<file path="config.mk">
export PLATFORM = sky130hd
export DESIGN_NAME = prog_sequencer
export DESIGN_NICKNAME = d
export VERILOG_FILES = /design/src/rtl/prog_seq_pkg.sv /design/src/rtl/ret_stack.sv /design/src/rtl/flag_banks.sv /design/src/rtl/prog_sequencer.sv
export SDC_FILE = /design/constraint.sdc
export NUM_CORES = 1
export LEC_CHECK = 0
export BUFFER_PORTS_ARGS = -buffer_cell sky130_fd_sc_hd__buf_4
export CAP_MARGIN = 10
export CORE_UTILIZATION = 39
export CTS_CLUSTER_SIZE = 30
export DETAILED_ROUTE_END_ITERATION = 10
export MAX_ROUTING_LAYER = met4
export PLACE_DENSITY = 0.55
export SETUP_SLACK_MARGIN = 0.1
export SYNTH_ARGS = -nofsm -noshare
export SYNTH_HDL_FRONTEND = slang
export SYNTH_SLANG_ARGS = --single-unit
</file>
<file path="constraint.sdc">
create_clock -name clk -period 9.2 [get_ports clk]
set_clock_uncertainty 0.2 [all_clocks]
set_input_delay 1.84 -clock clk [delete_from_list [all_inputs] [get_ports clk]]
set_output_delay 1.84 -clock clk [all_outputs]
set_load 0.01 [all_outputs]
</file>
<file path="src/rtl/prog_seq_pkg.sv">
package prog_seq_pkg;
    localparam int PC_W  = 12;
    localparam int HI_W  = 4;
    localparam int LO_W  = 8;
    localparam int OFF_W = 5;
    localparam int NBANK = 3;

    typedef enum logic [1:0] {
        MODE_NORM = 2'd0,
        MODE_IRQ  = 2'd1,
        MODE_NMI  = 2'd2
    } mode_e;

    typedef struct packed {
        mode_e             mode;
        logic [PC_W-1:0]   pc;
    } ret_ent_t;
endpackage

</file>
<file path="src/rtl/ret_stack.sv">
module ret_stack
    import prog_seq_pkg::*;
#(
    parameter int DEPTH = 6
) (
    input  logic     clk,
    input  logic     rst_n,
    input  logic     push_i,
    input  logic     pop_i,
    input  ret_ent_t push_ent_i,
    output ret_ent_t pop_ent_o,
    output logic     ovf_o
);
    localparam int              PW    = (DEPTH > 1) ? $clog2(DEPTH) : 1;
    localparam logic [PW-1:0]   LAST  = PW'(DEPTH - 1);
    localparam logic [PW-1:0]   P_ONE = PW'(1);
    localparam logic [PW:0]     FULL  = (PW+1)'(DEPTH);
    localparam logic [PW:0]     C_ONE = (PW+1)'(1);

    typedef struct packed {
        ret_ent_t [DEPTH-1:0] mem;
        logic     [PW-1:0]    wp;
        logic     [PW:0]      cnt;
        logic                 ovf;
    } stk_t;

    stk_t q, d;
    logic [PW-1:0] wp_inc, wp_dec;

    always_comb begin
        wp_inc = (q.wp == LAST) ? '0 : q.wp + P_ONE;
        wp_dec = (q.wp == '0) ? LAST : q.wp - P_ONE;
        // empty: the slot under wp holds the entry popped last
        pop_ent_o = (q.cnt == '0) ? q.mem[q.wp] : q.mem[wp_dec];
        d = q;
        if (push_i) begin
            d.mem[q.wp] = push_ent_i;
            d.wp        = wp_inc;
            if (q.cnt == FULL) d.ovf = 1'b1;
            else               d.cnt = q.cnt + C_ONE;
        end else if (pop_i) begin
            if (q.cnt == '0) begin
                d.ovf = 1'b1;
            end else begin
                d.wp  = wp_dec;
                d.cnt = q.cnt - C_ONE;
            end
        end
    end

    always_ff @(posedge clk or negedge rst_n) begin
        if (!rst_n) q <= '0;
        else        q <= d;
    end

    assign ovf_o = q.ovf;
endmodule

</file>
<file path="src/rtl/flag_banks.sv">
module flag_banks
    import prog_seq_pkg::*;
(
    input  logic  clk,
    input  logic  rst_n,
    input  logic  we_i,
    input  mode_e sel_i,
    input  logic  c_i,
    input  logic  z_i,
    output logic  c_o,
    output logic  z_o
);
    typedef struct packed {
        logic [NBANK-1:0] c;
        logic [NBANK-1:0] z;
    } fl_t;

    fl_t q, d;

    for (genvar b = 0; b < NBANK; b++) begin : g_bank
        logic hit;
        assign hit    = we_i && (sel_i == mode_e'(b));
        assign d.c[b] = hit ? c_i : q.c[b];
        assign d.z[b] = hit ? z_i : q.z[b];
    end

    always_comb begin
        case (sel_i)
            MODE_IRQ: begin c_o = q.c[1]; z_o = q.z[1]; end
            MODE_NMI: begin c_o = q.c[2]; z_o = q.z[2]; end
            default:  begin c_o = q.c[0]; z_o = q.z[0]; end
        endcase
    end

    always_ff @(posedge clk or negedge rst_n) begin
        if (!rst_n) q <= '0;
        else        q <= d;
    end
endmodule

</file>
<file path="src/rtl/prog_sequencer.sv">
module prog_sequencer
    import prog_seq_pkg::*;
#(
    parameter int              DEPTH   = 6,
    parameter logic [PC_W-1:0] IRQ_VEC = 12'h010,
    parameter logic [PC_W-1:0] NMI_VEC = 12'h020
) (
    input  logic              clk,
    input  logic              rst_n,
    input  logic              adv_i,
    input  logic              jump_i,
    input  logic              call_i,
    input  logic [HI_W-1:0]   tgt_hi_i,
    input  logic [LO_W-1:0]   tgt_lo_i,
    input  logic              br_i,
    input  logic [1:0]        br_cond_i,
    input  logic [OFF_W-1:0]  br_off_i,
    input  logic              ret_i,
    input  logic              reti_i,
    input  logic              flag_we_i,
    input  logic              c_i,
    input  logic              z_i,
    input  logic              irq_i,
    input  logic              nmi_i,
    output logic [PC_W-1:0]   pc_o,
    output logic              c_o,
    output logic              z_o,
    output logic [1:0]        mode_o,
    output logic              ovf_o
);
    localparam logic [PC_W-1:0] PC_ONE = PC_W'(1);

    typedef struct packed {
        logic [PC_W-1:0] pc;
        mode_e           mode;
    } seq_t;

    seq_t            q, d;
    logic            take_nmi, take_irq, br_flag, br_taken;
    logic            push, pop, c_cur, z_cur;
    logic [PC_W-1:0] pc_inc, off_ext;
    ret_ent_t        push_ent, pop_ent;

    always_comb begin
        take_nmi = nmi_i && (q.mode != MODE_NMI);
        take_irq = irq_i && (q.mode == MODE_NORM) && !take_nmi;
        br_flag  = br_cond_i[1] ? c_cur : z_cur;
        br_taken = (br_flag == br_cond_i[0]);
        off_ext  = {{(PC_W-OFF_W){br_off_i[OFF_W-1]}}, br_off_i};
        pc_inc   = q.pc + PC_ONE;
        push          = 1'b0;
        pop           = 1'b0;
        push_ent.mode = q.mode;
        push_ent.pc   = pc_inc;
        d = q;
        if (take_nmi) begin
            push        = 1'b1;
            push_ent.pc = q.pc;
            d.pc        = NMI_VEC;
            d.mode      = MODE_NMI;
        end else if (take_irq) begin
            push        = 1'b1;
            push_ent.pc = q.pc;
            d.pc        = IRQ_VEC;
            d.mode      = MODE_IRQ;
        end else if (reti_i) begin
            pop    = 1'b1;
            d.pc   = pop_ent.pc;
            d.mode = pop_ent.mode;
        end else if (ret_i) begin
            pop  = 1'b1;
            d.pc = pop_ent.pc;
        end else if (call_i) begin
            push = 1'b1;
            d.pc = {tgt_hi_i, tgt_lo_i};
        end else if (jump_i) begin
            d.pc = {tgt_hi_i, tgt_lo_i};
        end else if (br_i) begin
            d.pc = br_taken ? (q.pc + off_ext) : pc_inc;
        end else if (adv_i) begin
            d.pc = pc_inc;
        end
    end

    always_ff @(posedge clk or negedge rst_n) begin
        if (!rst_n) q <= '{pc: '0, mode: MODE_NORM};
        else        q <= d;
    end

    ret_stack #(.DEPTH(DEPTH)) u_stack (
        .clk        (clk),
        .rst_n      (rst_n),
        .push_i     (push),
        .pop_i      (pop),
        .push_ent_i (push_ent),
        .pop_ent_o  (pop_ent),
        .ovf_o      (ovf_o)
    );

    flag_banks u_flags (
        .clk   (clk),
        .rst_n (rst_n),
        .we_i  (flag_we_i),
        .sel_i (q.mode),
        .c_i   (c_i),
        .z_i   (z_i),
        .c_o   (c_cur),
        .z_o   (z_cur)
    );

    assign pc_o   = q.pc;
    assign mode_o = q.mode;
    assign c_o    = c_cur;
    assign z_o    = z_cur;
endmodule

</file>
Word level (Yosys, flattened, before mapping)
Index checks and enable logic that the tools add are counted.
{"block": "word_totals", "n_memories": 0, "latch_bits": 0, "output_inout_bits": 17, "reg_bits": 112, "word_cells": 99, "in_bits": 32, "mem_bits_rw": 0, "romBits": 0}
{"block": "op_classes", "div": 0, "shift": 0, "n_mul": 0, "n_reduce_logical": 18, "add_sub_neg": 6, "muxes": 40, "bitwise": 0, "magnitude_cmp": 3, "n_eq_ne": 9}
{"op": "two-way mux 12 bit", "count": 9}
{"op": "binary-select mux 14 bit (select 3 bit)", "count": 2}
{"op": "bitwise mux 84 bit", "count": 1}
{"op": "two-way mux 14 bit", "count": 6}
{"op": "demux 14 bit (select 3 bit)", "count": 1}
{"op": "two-way mux 8 bit", "count": 2}
{"op": "adder 12 x 1 -> 12 bit, second input constant", "count": 1}
{"op": "adder 12 bit", "count": 1}
{"op": "two-way mux 1 bit", "count": 12}
{"op": "< comparator 3 x 4 -> 1 bit, second input constant", "count": 2}
{"op": "nonzero test 8 bit", "count": 1}
{"op": "logical AND 1 bit", "count": 7}
{"op": "two-way mux 7 bit", "count": 1}
{"op": "two-way mux 3 bit", "count": 2}
{"op": "inequality test 2 bit, second input constant", "count": 3}
{"op": "AND reduction 3 bit", "count": 2}
{"op": "adder 4 x 1 -> 4 bit, second input constant", "count": 1}
{"op": "== test 4 x 3 -> 1 bit, second input constant", "count": 1}
{"op": "zero test 4 bit", "count": 1}
{"op": "two-way mux 4 bit", "count": 1}
{"op": "one-hot mux 1 bit (2 select lines)", "count": 2}
{"op": "nonzero test 2 bit", "count": 2}
{"op": "subtractor 4 x 1 -> 4 bit, second input constant", "count": 1}
{"op": "adder 3 x 1 -> 3 bit, second input constant", "count": 1}
{"op": "13 further kinds", "count": 13}

Longest topological paths before layout
{"block": "depth", "ltp_word": 12, "mapped_depth": 14}

Hierarchy
A second synthesis with hierarchy kept.
{"block": "hier_totals", "hier_cells": 735, "area_unflattened_um2": 7768.7}
{"module": "ret_stack", "n_inst": 1, "cells_each": 466, "area_each_um2": 5594.1, "seq_area_each_um2": 2302.2}
{"module": "prog_sequencer", "n_inst": 1, "cells_each": 243, "area_each_um2": 1868.0, "seq_area_each_um2": 350.3}
{"module": "flag_banks", "n_inst": 1, "cells_each": 26, "area_each_um2": 306.5, "seq_area_each_um2": 150.1}

Worst setup path after synthesis
OpenSTA, ideal clock, no wires.
{"block": "synth_path", "path_kind": "input -> register", "start": "in br_off_i[0]", "end": "reg q (netlist bit pc_o[8])", "arrival_ns": 3.624, "n_path_buf": 0, "stages": 9, "slack_ns": 5.240, "required_ns": 8.864, "cell_sequence": "ha_1 fa_1 a211o_1 a21oi_1 nor2b_1 o41a_1 xor2_1 a21oi_1 o22ai_1"}
{"block": "synth_via", "elab_chain_len": 9}
{"item": "start: declaration", "line": "prog_sequencer.sv:17", "text": "input logic [OFF_W-1:0] br_off_i,"}
{"item": "adder 12 bit", "line": "prog_sequencer.sv:79", "text": "d.pc = br_taken ? (q.pc + off_ext) : pc_inc;"}
{"item": "two-way mux 12 bit", "line": "prog_sequencer.sv:79"}
{"item": "two-way mux 12 bit", "line": "prog_sequencer.sv:78", "text": "end else if (br_i) begin"}
{"item": "two-way mux 12 bit", "line": "prog_sequencer.sv:76", "text": "end else if (jump_i) begin"}
{"item": "two-way mux 12 bit", "line": "prog_sequencer.sv:73", "text": "end else if (call_i) begin"}
{"item": "two-way mux 12 bit", "line": "prog_sequencer.sv:70", "text": "end else if (ret_i) begin"}
{"item": "two-way mux 12 bit", "line": "prog_sequencer.sv:66", "text": "end else if (reti_i) begin"}
{"item": "two-way mux 14 bit", "line": "prog_sequencer.sv:61", "text": "end else if (take_irq) begin"}
{"item": "two-way mux 14 bit", "line": "prog_sequencer.sv:56", "text": "if (take_nmi) begin"}
{"item": "end signal: assignment", "line": "prog_sequencer.sv:86", "text": "if (!rst_n) q <= '{pc: '0, mode: MODE_NORM};"}
{"item": "end: declaration", "line": "prog_sequencer.sv:38", "text": "seq_t q, d;"}
Every way passes these cells.
A chain may end at the register's enable or synchronous reset.

Worst setup path in the final report
{"block": "layout_path", "start": "in nmi_i", "end": "reg u_stack.q[20] (netlist name)"}
{"block": "layout_via", "elab_chain_len": 5}
{"item": "start: declaration", "line": "prog_sequencer.sv:24", "text": "input logic nmi_i,"}
{"item": "logical AND 1 bit *", "line": "prog_sequencer.sv:45", "text": "take_nmi = nmi_i && (q.mode != MODE_NMI);"}
{"item": "zero test 1 bit", "line": "prog_sequencer.sv:46", "text": "take_irq = irq_i && (q.mode == MODE_NORM) && !take_nmi;"}
{"item": "logical AND 1 bit", "line": "prog_sequencer.sv:46"}
{"item": "two-way mux 1 bit", "line": "prog_sequencer.sv:61"}
{"item": "two-way mux 1 bit *", "line": "prog_sequencer.sv:56"}
{"item": "end signal: assignment", "line": "ret_stack.sv:52", "text": "if (!rst_n) q <= '0;"}
{"item": "end signal: assignment", "line": "ret_stack.sv:53", "text": "else q <= d;"}
{"item": "end: declaration", "line": "ret_stack.sv:27", "text": "stk_t q, d;"}
Every way passes the cells marked *; elsewhere a longest branch is shown, timed or not.

==> results.cfg <==
[timing]
finalSetupViolCount = 0
drv_slew = 0
tns_ps = 0
finalHoldViolCount = 0
period_needed_ps = 4189
maxSlewHeadroom_pct = 23.44
fmax_mhz = 238.7
rsz0062_at_grt = false
post-route-period-util_pct = 45.53
tightest_slew_ps = 1148

[setup_path]
r2r-start = u_stack.q[7]$_DFFE_PN0P_
r2r-end = pc_o[4]$_DFFE_PN0P_
end_kind = flip-flop
startpoint = nmi_i
cp-start-kind = input port
rrSetupSlack_ps = 5050
crit_required_ps = 9250
critPathArrivalTime_ps = 4240
crit_type = input port to flip-flop
rr_worst_depth = 9
cp_max_fo = 26

[global_routing]
grt_max_degree = 66
grt_pass1_wl_mm = 34.42
antenna_found_initial = 0
first_global_vias = 6115
grt_usage_pct = 23.72
overflow = 0

[run_status]
violations = design-rule violations
status = complete, but fails checks

[drt]
vias = 6169
via_per_inst = 5.955
antenna_left = 0
routedWlPerCell_um = 20.80
dr.pass1.iters = 11
drt_iter0_drc = 466
drt-total-wl_mm = 21.55
drc = 11

[yosys]
synth_area_leaders = dfrtp_1 38%, mux2i_1 7.4%, a21oi_1 5.9%, nor2_1 4.3%, mux2_2 4.0%
ys_warn_count = 0
synth_cell_types = 66
synth_cells = 786
synth_nets = 838
ys_async_sr_fraction_pct = 100.0
synth_seq_cells = 112
ys_seq_area_share_pct = 38.44
synth-edff-count = 0
synth_top_cell_by_area = dfrtp_1
synth_area_um2 = 7291
synthFlopType = dfrtp_1
syn_avg_cell_area_um2 = 9.276
synth_top_area_share_pct = 38.44

[die]
core_um2 = 18150
dieArea_um2 = 19240
die_w_um = 138.7
initial_core_util_pct = 40.18
row_count = 49
io_pins = 49
die_height_um = 138.7

[place]
post_dp_cell_area_um2 = 7764
dp.final_hpwl_mm = 14.48
placed_cells = 1021
port-buffer-count = 48
place_congestion = 0.8509

[clock_network]
cts_num_sinks = 112
cts_hold_buf = 0
post_cts_buffers = 0
ctsHtreeMaxLevel = 3
clkTransAtPathRegs_ps = 80
clk_latency_ps = 360
clk_path_buf_depth = 2
tritoncts = done
cts_buffers = 9
cts_resized = 0
clk_root_buffer_cell = clkbuf_16

[power]
peakVddDrop_mv = 0.1697
p_total_mw = 3.208
powerDensity_nw_per_um2 = 398.9
leakagePower_nw = 3.412

[hold_path]
holdPathStages = 2
hp-class = flip-flop to flip-flop
hold_path_end = u_stack.q[81]$_DFFE_PN0P_
min_from = u_stack.q[81]$_DFFE_PN0P_

[final_layout]
final_area_um2 = 8043
syn2layout_area_growth_pct = 10.31
fin_cells = 1036
layout-drive-gt1-share_pct = 15.61
final_nets = 855
final_util_pct = 44.32
insertedDiodeCount = 0

[run]
maxCapViolCount = 0
==> synth_stat cells (5+ instances only) <==
master,count
nand2_1,70
nand3_1,14
xnor2_1,20
a311oi_1,7
inv_1,9
a221oi_1,7
a31oi_1,7
o21ai_0,50
mux4_2,13
ha_1,18
mux2_2,26
mux2i_1,54
and3_1,5
a21oi_1,86
buf_2,11
nor2b_1,6
nor3_1,20
o21ai_1,11
nor2_1,84
xor2_1,12
clkbuf_1,32
a21o_1,8
a211oi_1,14
dfrtp_1,112
==> routing by layer <==
metal,GRT usage (%),vias to the layer above,share of wire [%]
met3,4.006,22,6.1
met5,-,-,0
met2,37.86,202,47
met1,31.41,3040,46
li1,-,2905,-
met4,5.906,0,1.2
==> how the worst max path moves through the flow <==
stage,end
final,u_stack.q[20]$_DFFE_PN0P_
after global routing,u_stack.q[85]$_DFFE_PN0P_
after CTS,u_stack.q[91]$_DFFE_PN0P_
after detailed placement,u_stack.q[20]$_DFFE_PN0P_
after global placement,u_stack.q[48]$_DFFE_PN0P_
after floorplan,pc_o[8]$_DFFE_PN0P_
==> metrics by stage <==
step	setup WS (ps)	hold WS (ps)
2_1_floorplan	5240	265.6
6_report	5011	306.5
3_3_place_gp	4769	277.3
3_5_place_dp	4664	278.7
5_1_grt	4866	330.9
4_1_cts	5060	309.2
==> cells by family (layout without fill, tap and decap cells) <==
group                    Yosys count  count (layout)  share of synthesized area (%)
AO/OA/AOI/OAI                    237             237                          20.08
XOR/XNOR                          32              32                          3.844
adder cells (fa/ha/maj)           20              20                          3.638
buffers and inverters             64              85                          4.102
flip-flops                       112             112                          38.44
multiplexers                      97              97                          16.06
AND/OR/NAND/NOR                  224             224                          13.83
==> where the power goes <==
group          switching (mW)  total [mW]  leakage (nW)  internal [mW]
Sequential              0.247       0.979          1.35          0.732
Clock                   0.202       0.390         0.133          0.188
Combinational            1.05        1.84          1.92          0.791
Total                    1.50        3.21          3.41           1.71
==> layout by cell type, fill, tap and decap left out, types with 5 or more instances in the layout <==
| cell type | n |
|---|---|
| mux2_2 | 26 |
| a21o_1 | 8 |
| and3_1 | 5 |
| nor2b_1 | 6 |
| xnor2_1 | 20 |
| xor2_1 | 12 |
| a31oi_1 | 7 |
| ha_1 | 18 |
| nand2_1 | 70 |
| o21ai_1 | 11 |
| mux4_2 | 13 |
| a21oi_1 | 86 |
| clkbuf_16 | 9 |
| o21ai_0 | 50 |
| nand3_1 | 14 |
| a311oi_1 | 7 |
| a221oi_1 | 7 |
| nor2_1 | 84 |
| dfrtp_1 | 111 |
| buf_4 | 59 |
| a211oi_1 | 14 |
| mux2i_1 | 54 |
| inv_1 | 9 |
| nor3_1 | 20 |
==> final cells by class <==
| cell class | instances | area, um2 |
|---|---|---|
| clock buffers | 10 | 229.0 |
| inverters | 11 | 41.29 |
| flip-flops and latches | 112 | 2804 |
| repair buffers | 59 | 442.9 |
| multi-input cells | 610 | 4189 |
| fillers | 1761 | 10100 |
| well taps | 229 | 286.5 |
| clock inverters | 5 | 50.05 |
==> registers in the layout, summed over array words and instances, names as in the netlist <==
signal	flops
u_stack.ovf_o	1
mode_o	2
pc_o	12
u_flags.q	6
u_stack.q	91
==> worst max-delay path, cell delays in order <==
cell	delay, ps
buf_4	80
nor2b_1	420
a21oi_1	90
buf_4	240
nand2_2	210
and3_1	930
mux2_2	420
Power figures use the tool's default switching activity.
